### src/rtl/fbdma_pkg.sv
package fbdma_pkg;
  localparam int ADDR_W = 16;
  localparam int LEN_W  = 12;
  localparam int STAT_W = 16;
  localparam int RSV_W  = 16;
  localparam int DESC_W = ADDR_W + LEN_W + 4 + RSV_W + STAT_W;

  typedef struct packed {
    logic [ADDR_W-1:0] addr;
    logic [LEN_W-1:0]  len;
    logic              irq;
    logic              last;
    logic              full;
    logic              wrap;
    logic [RSV_W-1:0]  rsv;
    logic [STAT_W-1:0] status;
  } desc_t;

  typedef enum logic [3:0] {
    S_IDLE, S_RD, S_LOAD, S_FILL, S_ERD, S_EW1, S_EW2, S_EOUT, S_RET
  } ch_state_t;
endpackage

### src/rtl/fbdma_desc_ram.sv
module fbdma_desc_ram #(
  parameter int W = 64,
  parameter int N = 8
) (
  input  logic                 clk,
  input  logic                 a_we,
  input  logic [$clog2(N)-1:0] a_addr,
  input  logic [W-1:0]         a_wdata,
  output logic [W-1:0]         a_rdata,
  input  logic                 b_we,
  input  logic [$clog2(N)-1:0] b_addr,
  input  logic [W-1:0]         b_wdata,
  output logic [W-1:0]         b_rdata
);
  logic [W-1:0] store [N];

  // channel write has priority over a software write in the same cycle
  always_ff @(posedge clk) begin
    if (b_we)      store[b_addr] <= b_wdata;
    else if (a_we) store[a_addr] <= a_wdata;
    a_rdata <= store[a_addr];
    b_rdata <= store[b_addr];
  end
endmodule

### src/rtl/fbdma_irq.sv
module fbdma_irq (
  input  logic clk,
  input  logic rst,
  input  logic set_i,
  input  logic clr_i,
  output logic irq_o,
  output logic pend_o
);
  always_ff @(posedge clk) begin
    if (rst) begin
      irq_o  <= 1'b0;
      pend_o <= 1'b0;
    end else begin
      irq_o  <= set_i;
      pend_o <= set_i | (pend_o & ~clr_i);
    end
  end

  assert_set_wins_R9: assert property (@(posedge clk) disable iff (rst)
    set_i |=> pend_o);
  assert_clear_only_R9: assert property (@(posedge clk) disable iff (rst)
    (clr_i && !set_i) |=> !pend_o);
  assert_irq_pulse_R8: assert property (@(posedge clk) disable iff (rst)
    irq_o |=> !irq_o);
endmodule

### src/rtl/fbdma_engine.sv
module fbdma_engine
  import fbdma_pkg::*;
#(
  parameter int DESC_N = 8,
  parameter int DATA_W = 32
) (
  input  logic                      clk,
  input  logic                      rst,
  input  logic                      go,
  input  logic                      dir_i,
  input  logic                      irq_en,
  input  desc_t                     ram_rdata,
  output logic                      ram_we,
  output desc_t                     ram_wdata,
  output logic [$clog2(DESC_N)-1:0] idx,
  input  logic [STAT_W-1:0]         per_stat,
  input  logic                      in_valid,
  input  logic [DATA_W-1:0]         in_data,
  input  logic                      in_eop,
  output logic                      in_ready,
  output logic                      mem_we,
  output logic                      mem_rd,
  output logic [ADDR_W-1:0]         mem_addr,
  output logic [DATA_W-1:0]         mem_wdata,
  input  logic [DATA_W-1:0]         mem_rdata,
  output logic                      out_valid,
  output logic [DATA_W-1:0]         out_data,
  output logic                      out_eop,
  input  logic                      out_ready,
  output logic                      irq_set,
  output logic                      idle
);
  localparam int IDX_W = $clog2(DESC_N);

  ch_state_t         state;
  logic              dir_q;
  logic [LEN_W-1:0]  cnt;
  logic [ADDR_W-1:0] cur_addr;
  logic [LEN_W-1:0]  cur_len;
  logic              cur_irq, cur_last, cur_full, cur_wrap, eop_seen;
  logic [LEN_W:0]    cnt_nx;
  logic              last_word;
  logic              unused_bits;

  assign unused_bits = ^{ram_rdata.rsv, ram_rdata.status};
  assign cnt_nx    = {1'b0, cnt} + 1'b1;
  assign last_word = cnt_nx >= {1'b0, cur_len};
  assign in_ready  = (state == S_FILL);
  assign idle      = (state == S_IDLE);
  assign ram_we    = (state == S_RET);
  assign irq_set   = (state == S_RET) && (irq_en || cur_irq);

  always_comb begin
    ram_wdata        = '0;
    ram_wdata.addr   = cur_addr;
    ram_wdata.len    = cur_len;
    ram_wdata.irq    = cur_irq;
    ram_wdata.wrap   = cur_wrap;
    ram_wdata.full   = ~dir_q;
    ram_wdata.last   = dir_q ? cur_last : eop_seen;
    ram_wdata.status = per_stat;
  end

  always_ff @(posedge clk) begin
    if (rst) begin
      state <= S_IDLE; dir_q <= 1'b0; idx <= '0; cnt <= '0;
      cur_addr <= '0; cur_len <= '0; cur_irq <= 1'b0; cur_last <= 1'b0;
      cur_full <= 1'b0; cur_wrap <= 1'b0; eop_seen <= 1'b0;
      mem_we <= 1'b0; mem_rd <= 1'b0; mem_addr <= '0; mem_wdata <= '0;
      out_valid <= 1'b0; out_data <= '0; out_eop <= 1'b0;
    end else begin
      mem_we <= 1'b0;
      mem_rd <= 1'b0;
      case (state)
        S_IDLE: if (go) begin dir_q <= dir_i; state <= S_RD; end
        S_RD:   state <= S_LOAD;
        S_LOAD: begin
          cur_addr <= ram_rdata.addr; cur_len  <= ram_rdata.len;
          cur_irq  <= ram_rdata.irq;  cur_last <= ram_rdata.last;
          cur_full <= ram_rdata.full; cur_wrap <= ram_rdata.wrap;
          cnt <= '0; eop_seen <= 1'b0;
          if (ram_rdata.full != dir_q) state <= S_IDLE;
          else                         state <= dir_q ? S_ERD : S_FILL;
        end
        S_FILL: if (in_valid) begin
          mem_we    <= 1'b1;
          mem_addr  <= cur_addr + ADDR_W'(cnt);
          mem_wdata <= in_data;
          cnt       <= cnt_nx[LEN_W-1:0];
          if (in_eop || last_word) begin
            eop_seen <= in_eop;
            state    <= S_RET;
          end
        end
        S_ERD: begin
          mem_rd   <= 1'b1;
          mem_addr <= cur_addr + ADDR_W'(cnt);
          state    <= S_EW1;
        end
        S_EW1: state <= S_EW2;
        S_EW2: begin
          out_valid <= 1'b1;
          out_data  <= mem_rdata;
          out_eop   <= cur_last && last_word;
          state     <= S_EOUT;
        end
        S_EOUT: if (out_ready) begin
          out_valid <= 1'b0;
          out_eop   <= 1'b0;
          cnt       <= cnt_nx[LEN_W-1:0];
          state     <= last_word ? S_RET : S_ERD;
        end
        S_RET: begin
          idx   <= (cur_wrap || idx == IDX_W'(DESC_N - 1)) ? '0 : idx + 1'b1;
          state <= S_RD;
        end
        default: state <= S_IDLE;
      endcase
    end
  end

  assert_fill_owned_R4: assert property (@(posedge clk) disable iff (rst)
    (state == S_FILL) |-> !cur_full);
  assert_empty_owned_R4: assert property (@(posedge clk) disable iff (rst)
    (state == S_EOUT) |-> cur_full);
  assert_write_in_buffer_R1: assert property (@(posedge clk) disable iff (rst)
    mem_we |-> (ADDR_W'(mem_addr - cur_addr) < ADDR_W'(cur_len)));
  assert_wrap_to_zero_R7: assert property (@(posedge clk) disable iff (rst)
    (state == S_RET && cur_wrap) |=> (idx == '0));
  assert_eop_needs_last_R3: assert property (@(posedge clk) disable iff (rst)
    (out_valid && out_eop) |-> cur_last);
  assert_idle_quiet_R5: assert property (@(posedge clk) disable iff (rst)
    idle |-> (!out_valid && !mem_we && !mem_rd));
endmodule

### src/rtl/fbdma_channel.sv
module fbdma_channel
  import fbdma_pkg::*;
#(
  parameter int DESC_N = 8,
  parameter int DATA_W = 32
) (
  input  logic                      clk,
  input  logic                      rst,
  input  logic                      ctl_go,
  input  logic                      ctl_dir,
  input  logic                      ctl_irq_en,
  input  logic                      irq_clr,
  input  logic                      sw_we,
  input  logic [$clog2(DESC_N)-1:0] sw_idx,
  input  logic [DESC_W-1:0]         sw_wdata,
  output logic [DESC_W-1:0]         sw_rdata,
  input  logic [STAT_W-1:0]         per_stat,
  input  logic                      in_valid,
  input  logic [DATA_W-1:0]         in_data,
  input  logic                      in_eop,
  output logic                      in_ready,
  output logic                      mem_we,
  output logic                      mem_rd,
  output logic [ADDR_W-1:0]         mem_addr,
  output logic [DATA_W-1:0]         mem_wdata,
  input  logic [DATA_W-1:0]         mem_rdata,
  output logic                      out_valid,
  output logic [DATA_W-1:0]         out_data,
  output logic                      out_eop,
  input  logic                      out_ready,
  output logic                      irq,
  output logic                      irq_pending,
  output logic                      idle
);
  desc_t                     sw_w, ch_w, ch_r;
  logic [DESC_W-1:0]         ch_r_raw;
  logic                      ch_we, irq_set;
  logic [$clog2(DESC_N)-1:0] ch_idx;

  always_comb begin
    sw_w     = desc_t'(sw_wdata);
    sw_w.rsv = '0;
  end
  assign ch_r = desc_t'(ch_r_raw);

  fbdma_desc_ram #(.W(DESC_W), .N(DESC_N)) u_ram (
    .clk(clk),
    .a_we(sw_we), .a_addr(sw_idx), .a_wdata(sw_w), .a_rdata(sw_rdata),
    .b_we(ch_we), .b_addr(ch_idx), .b_wdata(ch_w), .b_rdata(ch_r_raw)
  );

  fbdma_engine #(.DESC_N(DESC_N), .DATA_W(DATA_W)) u_eng (
    .clk(clk), .rst(rst), .go(ctl_go), .dir_i(ctl_dir), .irq_en(ctl_irq_en),
    .ram_rdata(ch_r), .ram_we(ch_we), .ram_wdata(ch_w), .idx(ch_idx),
    .per_stat(per_stat), .in_valid(in_valid), .in_data(in_data),
    .in_eop(in_eop), .in_ready(in_ready), .mem_we(mem_we), .mem_rd(mem_rd),
    .mem_addr(mem_addr), .mem_wdata(mem_wdata), .mem_rdata(mem_rdata),
    .out_valid(out_valid), .out_data(out_data), .out_eop(out_eop),
    .out_ready(out_ready), .irq_set(irq_set), .idle(idle)
  );

  fbdma_irq u_irq (
    .clk(clk), .rst(rst), .set_i(irq_set), .clr_i(irq_clr),
    .irq_o(irq), .pend_o(irq_pending)
  );
endmodule

### config.mk
export PLATFORM = sky130hd
export DESIGN_NAME = fbdma_channel
export DESIGN_NICKNAME = d
export VERILOG_FILES = /design/src/rtl/fbdma_pkg.sv /design/src/rtl/fbdma_desc_ram.sv /design/src/rtl/fbdma_irq.sv /design/src/rtl/fbdma_engine.sv /design/src/rtl/fbdma_channel.sv
export SDC_FILE = /design/constraint.sdc
export NUM_CORES = 1
export LEC_CHECK = 0
export BUFFER_PORTS_ARGS = -buffer_cell sky130_fd_sc_hd__buf_2
export CORE_UTILIZATION = 41
export CTS_BUF_LIST = sky130_fd_sc_hd__clkbuf_2
export CTS_CLUSTER_DIAMETER = 150
export DETAILED_ROUTE_END_ITERATION = 16
export PLACE_DENSITY = 0.67
export SLEW_MARGIN = 20
export SYNTH_ARGS = -nofsm -noshare
export SYNTH_HDL_FRONTEND = slang
export SYNTH_SLANG_ARGS = --single-unit
### constraint.sdc
create_clock -name clk -period 4 [get_ports clk]
set_clock_uncertainty 0.2 [all_clocks]
set_input_delay 0.4 -clock clk [delete_from_list [all_inputs] [get_ports clk]]
set_output_delay 0.4 -clock clk [all_outputs]
set_load 0.05 [all_outputs]
# [Word level (Yosys, flattened, before mapping)]
# Memories as Yosys holds them, arrays and structs flattened. A register that Yosys moved wholly into a read port is not among the register bits.
# Cells that the tools add are included.
[totals] register_bits=202 ram_bits=384 in_bits=157 out_inout_bits=152 elab_cells=94 mem_count=1
[mem_list] name="u_ram.store" depth=8 word_bits=48 read_ports=2 rd_ports_with_merged_regs=2 wr=1 line="fbdma_desc_ram.sv:15" source="logic [W-1:0] store [N];"
[op_classes] addsub=3 n_lt_le_gt_ge=1 eq_ne=14 muxes=31 bitwise_logic=5 reduce_logical=19
[ops] op="48-bit two-way mux" count=1
[ops] op="48-bit OR reduction" count=1
[ops] op="12-bit case mux with 3 select lines" count=1
[ops] op="4-bit case mux with 9 select lines" count=1
[ops] op="16-bit case mux with 2 select lines" count=1
[ops] op="12-bit two-way mux" count=2
[ops] op="4-bit two-way mux" count=6
[ops] op="16-bit by 12-bit adder with 16-bit output" count=1
[ops] op="4-bit by 3-bit == test with 1-bit output (second input constant)" count=4
[ops] op="16-bit two-way mux" count=1
[ops] op="12-bit by 1-bit adder with 13-bit output (second input constant)" count=1
[ops] op="13-bit by 12-bit >= comparator with 1-bit output" count=1
[ops] op="1-bit two-way mux" count=12
[ops] op="3-bit two-way mux" count=3
[ops] op="4-bit by 2-bit == test with 1-bit output (second input constant)" count=2
[ops] op="2-bit AND reduction" count=4
[ops] op="2-bit inequality test (second input constant)" count=3
[ops] op="1-bit case mux with 2 select lines" count=3
[ops] op="3-bit AND reduction" count=2
[ops] op="2-bit nonzero test" count=3
[ops] op="4-bit by 1-bit == test with 1-bit output (second input constant)" count=1
[ops] op="4-bit == test (second input constant)" count=1
[ops] op="4-bit zero test" count=1
[ops] op="4-bit AND reduction" count=1
[ops] op="11 further kinds" count=16

# [Logic depth before layout (Yosys ltp)]
[depth] word_depth=6 ltp_mapped=12 mapped_depth_nobuf=11

# [Modules after synthesis]
# A second synthesis with hierarchy kept.
[hier_totals] hier_cells=2016 area_unflattened_um2=33020.4
[modules_own_cells] mod="fbdma_desc_ram" instances=1 cells_per_inst=1193 area_each_um2=26519.2 seq_area_each_um2=17937.2
[modules_own_cells] mod="fbdma_engine" instances=1 cells_per_inst=816 area_each_um2=6434.9 seq_area_each_um2=2722.6
[modules_own_cells] mod="fbdma_irq" instances=1 cells_per_inst=6 area_each_um2=62.6 seq_area_each_um2=40.0
[modules_own_cells] mod="fbdma_channel" instances=1 cells_per_inst=1 area_each_um2=3.8 seq_area_each_um2=0.0

# [Least setup slack after synthesis]
# OpenSTA, ideal clock, no wires.
[synth_timing] path_type="reg2reg" start="register u_eng.state[0]" end="memory u_ram.store[4][0] (netlist name) (enable)" setup_time_ns=0.454 t_arrival_ns=3.499 t_required_ns=3.346 setup_slack_ns=-0.153 path_stages_with_launch=7 path_buffers=1 period_less_slack_ns=4.153 cell_sequence="dfxtp_1 buf_2 nor3_1 nand2_1 nand2_2 mux2_2 nor2_1"
[synth_via] elab_chain_len=5 word_cells_on_any_way=8 classes_between="eq/ne (1); mux (6); reduce/logical (1)"
[synth_rtl] item="start, declared" line="fbdma_engine.sv:35" source="ch_state_t state;"
[synth_rtl] item="start signal, assigned" line="fbdma_engine.sv:83" source="else state <= dir_q ? S_ERD : S_FILL;"
[synth_rtl] item="start signal, assigned" line="fbdma_engine.sv:111" source="state <= last_word ? S_RET : S_ERD;"
[synth_rtl] item="4-bit == test *" line="fbdma_engine.sv:50" source="assign ram_we = (state == S_RET);"
[synth_rtl] item="1-bit two-way mux" line="fbdma_desc_ram.sv:19" source="if (b_we) store[b_addr] <= b_wdata;"
[synth_rtl] item="1-bit two-way mux (implied by the code)" line="fbdma_desc_ram.sv:20" source="else if (a_we) store[a_addr] <= a_wdata;"
[synth_rtl] item="48-bit OR reduction (no source line)"
[synth_rtl] item="3-bit two-way mux (no source line) / 1-bit two-way mux (equally long branches)"
[synth_rtl] item="end, declared" line="fbdma_desc_ram.sv:15"
# Every way passes the cells marked *; elsewhere a longest branch is shown, timed or not.

# [Worst setup path in the final report]
[layout_timing] start="register u_eng.cnt[2]" end="register u_eng.eop_seen"
[layout_via] elab_chain_len=5
[layout_rtl] item="start, declared" line="fbdma_engine.sv:37" source="logic [LEN_W-1:0] cnt;"
[layout_rtl] item="start signal, assigned" line="fbdma_engine.sv:89" source="cnt <= cnt_nx[LEN_W-1:0];"
[layout_rtl] item="start signal, assigned" line="fbdma_engine.sv:110" source="cnt <= cnt_nx[LEN_W-1:0];"
[layout_rtl] item="12-bit by 1-bit adder with 13-bit output" line="fbdma_engine.sv:46" source="assign cnt_nx = {1'b0, cnt} + 1'b1;"
[layout_rtl] item="13-bit by 12-bit >= comparator with 1-bit output" line="fbdma_engine.sv:47" source="assign last_word = cnt_nx >= {1'b0, cur_len};"
[layout_rtl] item="1-bit logical OR" line="fbdma_engine.sv:90" source="if (in_eop || last_word) begin"
[layout_rtl] item="2-bit by 1-bit inequality test with 1-bit output (no source line)"
[layout_rtl] item="3-bit AND reduction (no source line)"
[layout_rtl] item="end signal, assigned" line="fbdma_engine.sv:91" source="eop_seen <= in_eop;"
[layout_rtl] item="end, declared" line="fbdma_engine.sv:40" source="logic cur_irq, cur_last, cur_full, cur_wrap, eop_seen;"
# Every way passes these cells.
# A chain may end at the register's enable or synchronous reset.

==> summary.md <==
| Metric | Value |
|---|---|
| Status | finished clean |
| ANT nets after route | 0 |
| RD Place Congestion | between 0.8 and 0.9 |
| Ys Warns | 0 |
| Fill cells | ~4800 |
| CTS tree | done |
| Final Total Pwr | 12.7 mW |
| CP Launch Type | flop |
| Mean area per synthesized cell | between 10 and 15 um2 |
| Register area | between 0.015 and 0.02 mm2 |
| CP endpoint kind | flop |
| Clock Path Buffers | 3 |
| Worst path required time | just over 5 ns |
| Most common cell in the netlist | edfxtp_1 |
| Asr flop ratio synth | 0% |
| Worst EP arrival | approximately 4.7 ns |
| Gr ovfl total | 0 |
| Synth-to-layout area growth | 30.7% |
| Final Setup Violations | 0 |
| Final period util | between 90% and 100% |
| Post-Synthesis Cells | 1737 |
| Number of synthesized flops with an enable pin | approximately 380 |
| Slew HR | a little under a quarter |
| First-pass GRT wire length | between 100000 and 150000 um |
| Final Hold Viols | 0 |
| Routed WL | roughly 70000 um |
| Setup CP Type | reg2reg |
| Drt first pass iters | 6 |
| Routed vias/inst | 5.31 |
| Post-Syn Area | roughly 0.025 mm2 |
| Top cells by area, synth | edfxtp_1 46%, dfxtp_1 18%, mux4_2 15% |
| Vias | roughly 18000 |
| Number of global-route vias before repair | between 15000 and 20000 |
| Synthesis-stage register bit count | about 600 |
| Dominant synthesized flop cell | edfxtp_1 |
| Fin area | about 0.032 mm2 |
| Antenna violations before repair | 9 |
| Share of cells above drive strength 1 | about a third |
| Die area | 0.0616 mm2 |
| Cts bufs inserted | approximately 150 |
| Synth cell count leaders | 384 x edfxtp_1, 369 x nand2_1, 218 x dfxtp_1 |
| RSZ-0062 raised after global routing | no |
| Num Clock Sinks | ~600 |
| Root Buffer | clkbuf_2 |
| CTS HTree Levels | 4 |
| Pin count of the biggest net entering global routing | between 100 and 150 |
| Max-cap check violation count | 0 |
| Drt first-iter violations | 1286 |
| Minimum clock period | roughly 3.6 ns |
| Nets | 2671 |
| Top cell type's share of synthesized area | a little under half |
| Rows | 89 |
| Netlist cell types | 58 |
| CTS clock-pin slew for the worst setup and hold paths | around 0.10 ns |
| Leak | 12.5 nW |
| DRC violations left | 0 |
| Sequential cell area fraction in the yosys report | approximately 64% |
| Multi-input gate area | between 0.008 and 0.009 mm2 |
| Synth area leader | edfxtp_1 |
| FMAX | ~0.28 GHz |
| All-Layer GR Usage | 23.1% |
| Clk_lat worst skew | approximately 1.4 ns |
| Worst-path maximum fanout | 6 |
| Least-Margin Pin Slew | 1.15 ns |
| Die W | approximately 250 um |
| Cell Pwr Density | 390 mW/mm2 |
| DP Area | around 0.027 mm2 |
| Max Slew Vio Count | 0 |
| Initial Util | between 40% and 50% |
| Post-Place Setup Slack | about 0.83 ns |
| Buffers on Ports | around 280 |
| Hpwl dp | between 30000 and 40000 um |
| Ports | 309 |
| Post-CTS Setup Inserts | 0 |
| Max VDD drop | 0.367 mV |
| PnR worst setup slack | 0.375 ns |
| Die Y | roughly 250 um |
| Hold WC Path Type | in2reg |
| Post-DR wirelength/cell | 20.8 um |
| Core area | just under 0.06 mm2 |
## metal layers
| layer | up-vias | track usage (%) | wire length, um |
|---|---|---|---|
| li1 | 8086 | - | - |
| met1 | 8928 | 26.5 | 27300 |
| met2 | 814 | 40.0 | 35300 |
| met3 | 174 | 6.26 | 5620 |
| met4 | 8 | 10.5 | 2260 |
| met5 | - | 0 | 43 |
## final cells by class
cell class                 count  share of cell area, %
inverter                      20                  0.231
tap                          773                   2.98
antenna                       13                  0.100
timing repair buffer         700                   17.2
clock inverter                25                  0.713
clock buffer                 250                   3.85
sequential                   602                   49.0
multi-input combinational   1008                   26.0
## kinds of logic after synthesis
kind of cell / after synthesis / share of synthesized area, %
AO/OA/AOI/OAI: 199 / 4.54
XOR/XNOR: 15 / 0.529
adder cells (fa/ha/maj): 28 / 1.44
buffers and inverters: 142 / 2.63
flip-flops: 602 / 64.0
multiplexers: 247 / 18.4
other: 1 / 0.0151
AND/OR/NAND/NOR: 503 / 8.47
## sequential cells by signal, indices dropped and copies added, names as in the netlist, 12 cells and up
signal,count
u_eng.cur_len,12
u_eng.mem_wdata,32
u_eng.mem_addr,16
u_eng.cur_addr,16
u_ram.store,384
u_ram.b_rdata,32
u_ram.a_rdata,48
u_eng.cnt,12
u_eng.out_data,32
## per-stage QoR
stage	hold WS, ns	cells	TNS (ns)	util [%]
floorplan	0.217	1752	-23.42	-
global placement	0.218	2717	0	45.5
detailed placement	0.226	2717	0	45.5
CTS	0.0160	3378	0	54.5
global route	0.151	3383	0	54.6
finish	0.130	3391	0	54.6
## layout by cell type (no fill, tap or decap), types with 18 or more instances in the layout
cell           synthesis  layout
a21oi_1              131     131
buf_2                 27     273
buf_4                 23      37
clkbuf_2               0     250
dfxtp_1              218     216
dlygate4sd3_1          0     386
edfxtp_1             384     384
ha_1                  27      27
inv_1                 20      19
mux2_2                80      80
mux4_2               160     160
nand2_1              369     368
nand3_1               18      18
nor2_1                48      40
o21ai_0               19      19
## repair_timing
| action | CTS | global route |
|---|---|---|
| resized for setup | 0 | 1 |
| hold buffers | 386 | 0 |
| hold endpoints to repair | 853 | 0 |
| endpoints found under the setup margin | 0 | 2 |
## worst max-delay path, stage by stage, from the launching register on
cell and delay (ns):
dfxtp_1 0.44, and3_1 0.22, and3_1 0.26, nand3_1 0.20
nor2_1 0.22, xor2_1 0.18, ha_1 0.26, a21oi_1 0.14
o21ai_0 0.12, a211oi_2 0.31, nand2_1 0.16, a311oi_1 0.23
dlygate4sd3_1 0.59
## power breakdown
part / internal [mW] / switching [mW] / total, mW
combinational: 0.567 / 0.786 / 1.35
clock: 1.85 / 2.56 / 4.41
sequential: 6.82 / 0.0908 / 6.91
## worst paths after layout
kind / cells after the start / to / slack, ns / from
max reg2reg: 12 / u_eng.eop_seen$_SDFFE_PP0P_ / 0.38 / u_eng.cnt[2]$_SDFFE_PP0P_
min: 3 / u_eng.mem_addr[2]$_SDFFE_PP0P_ / 0.13 / rst
min reg2reg: 2 / u_eng.cur_addr[7]$_SDFFE_PP0P_ / 0.22 / u_ram.b_rdata[55]$_DFF_P_
max: 12 / u_eng.eop_seen$_SDFFE_PP0P_ / 0.38 / u_eng.cnt[2]$_SDFFE_PP0P_
No activity file was read; power rests on OpenSTA's default activity.
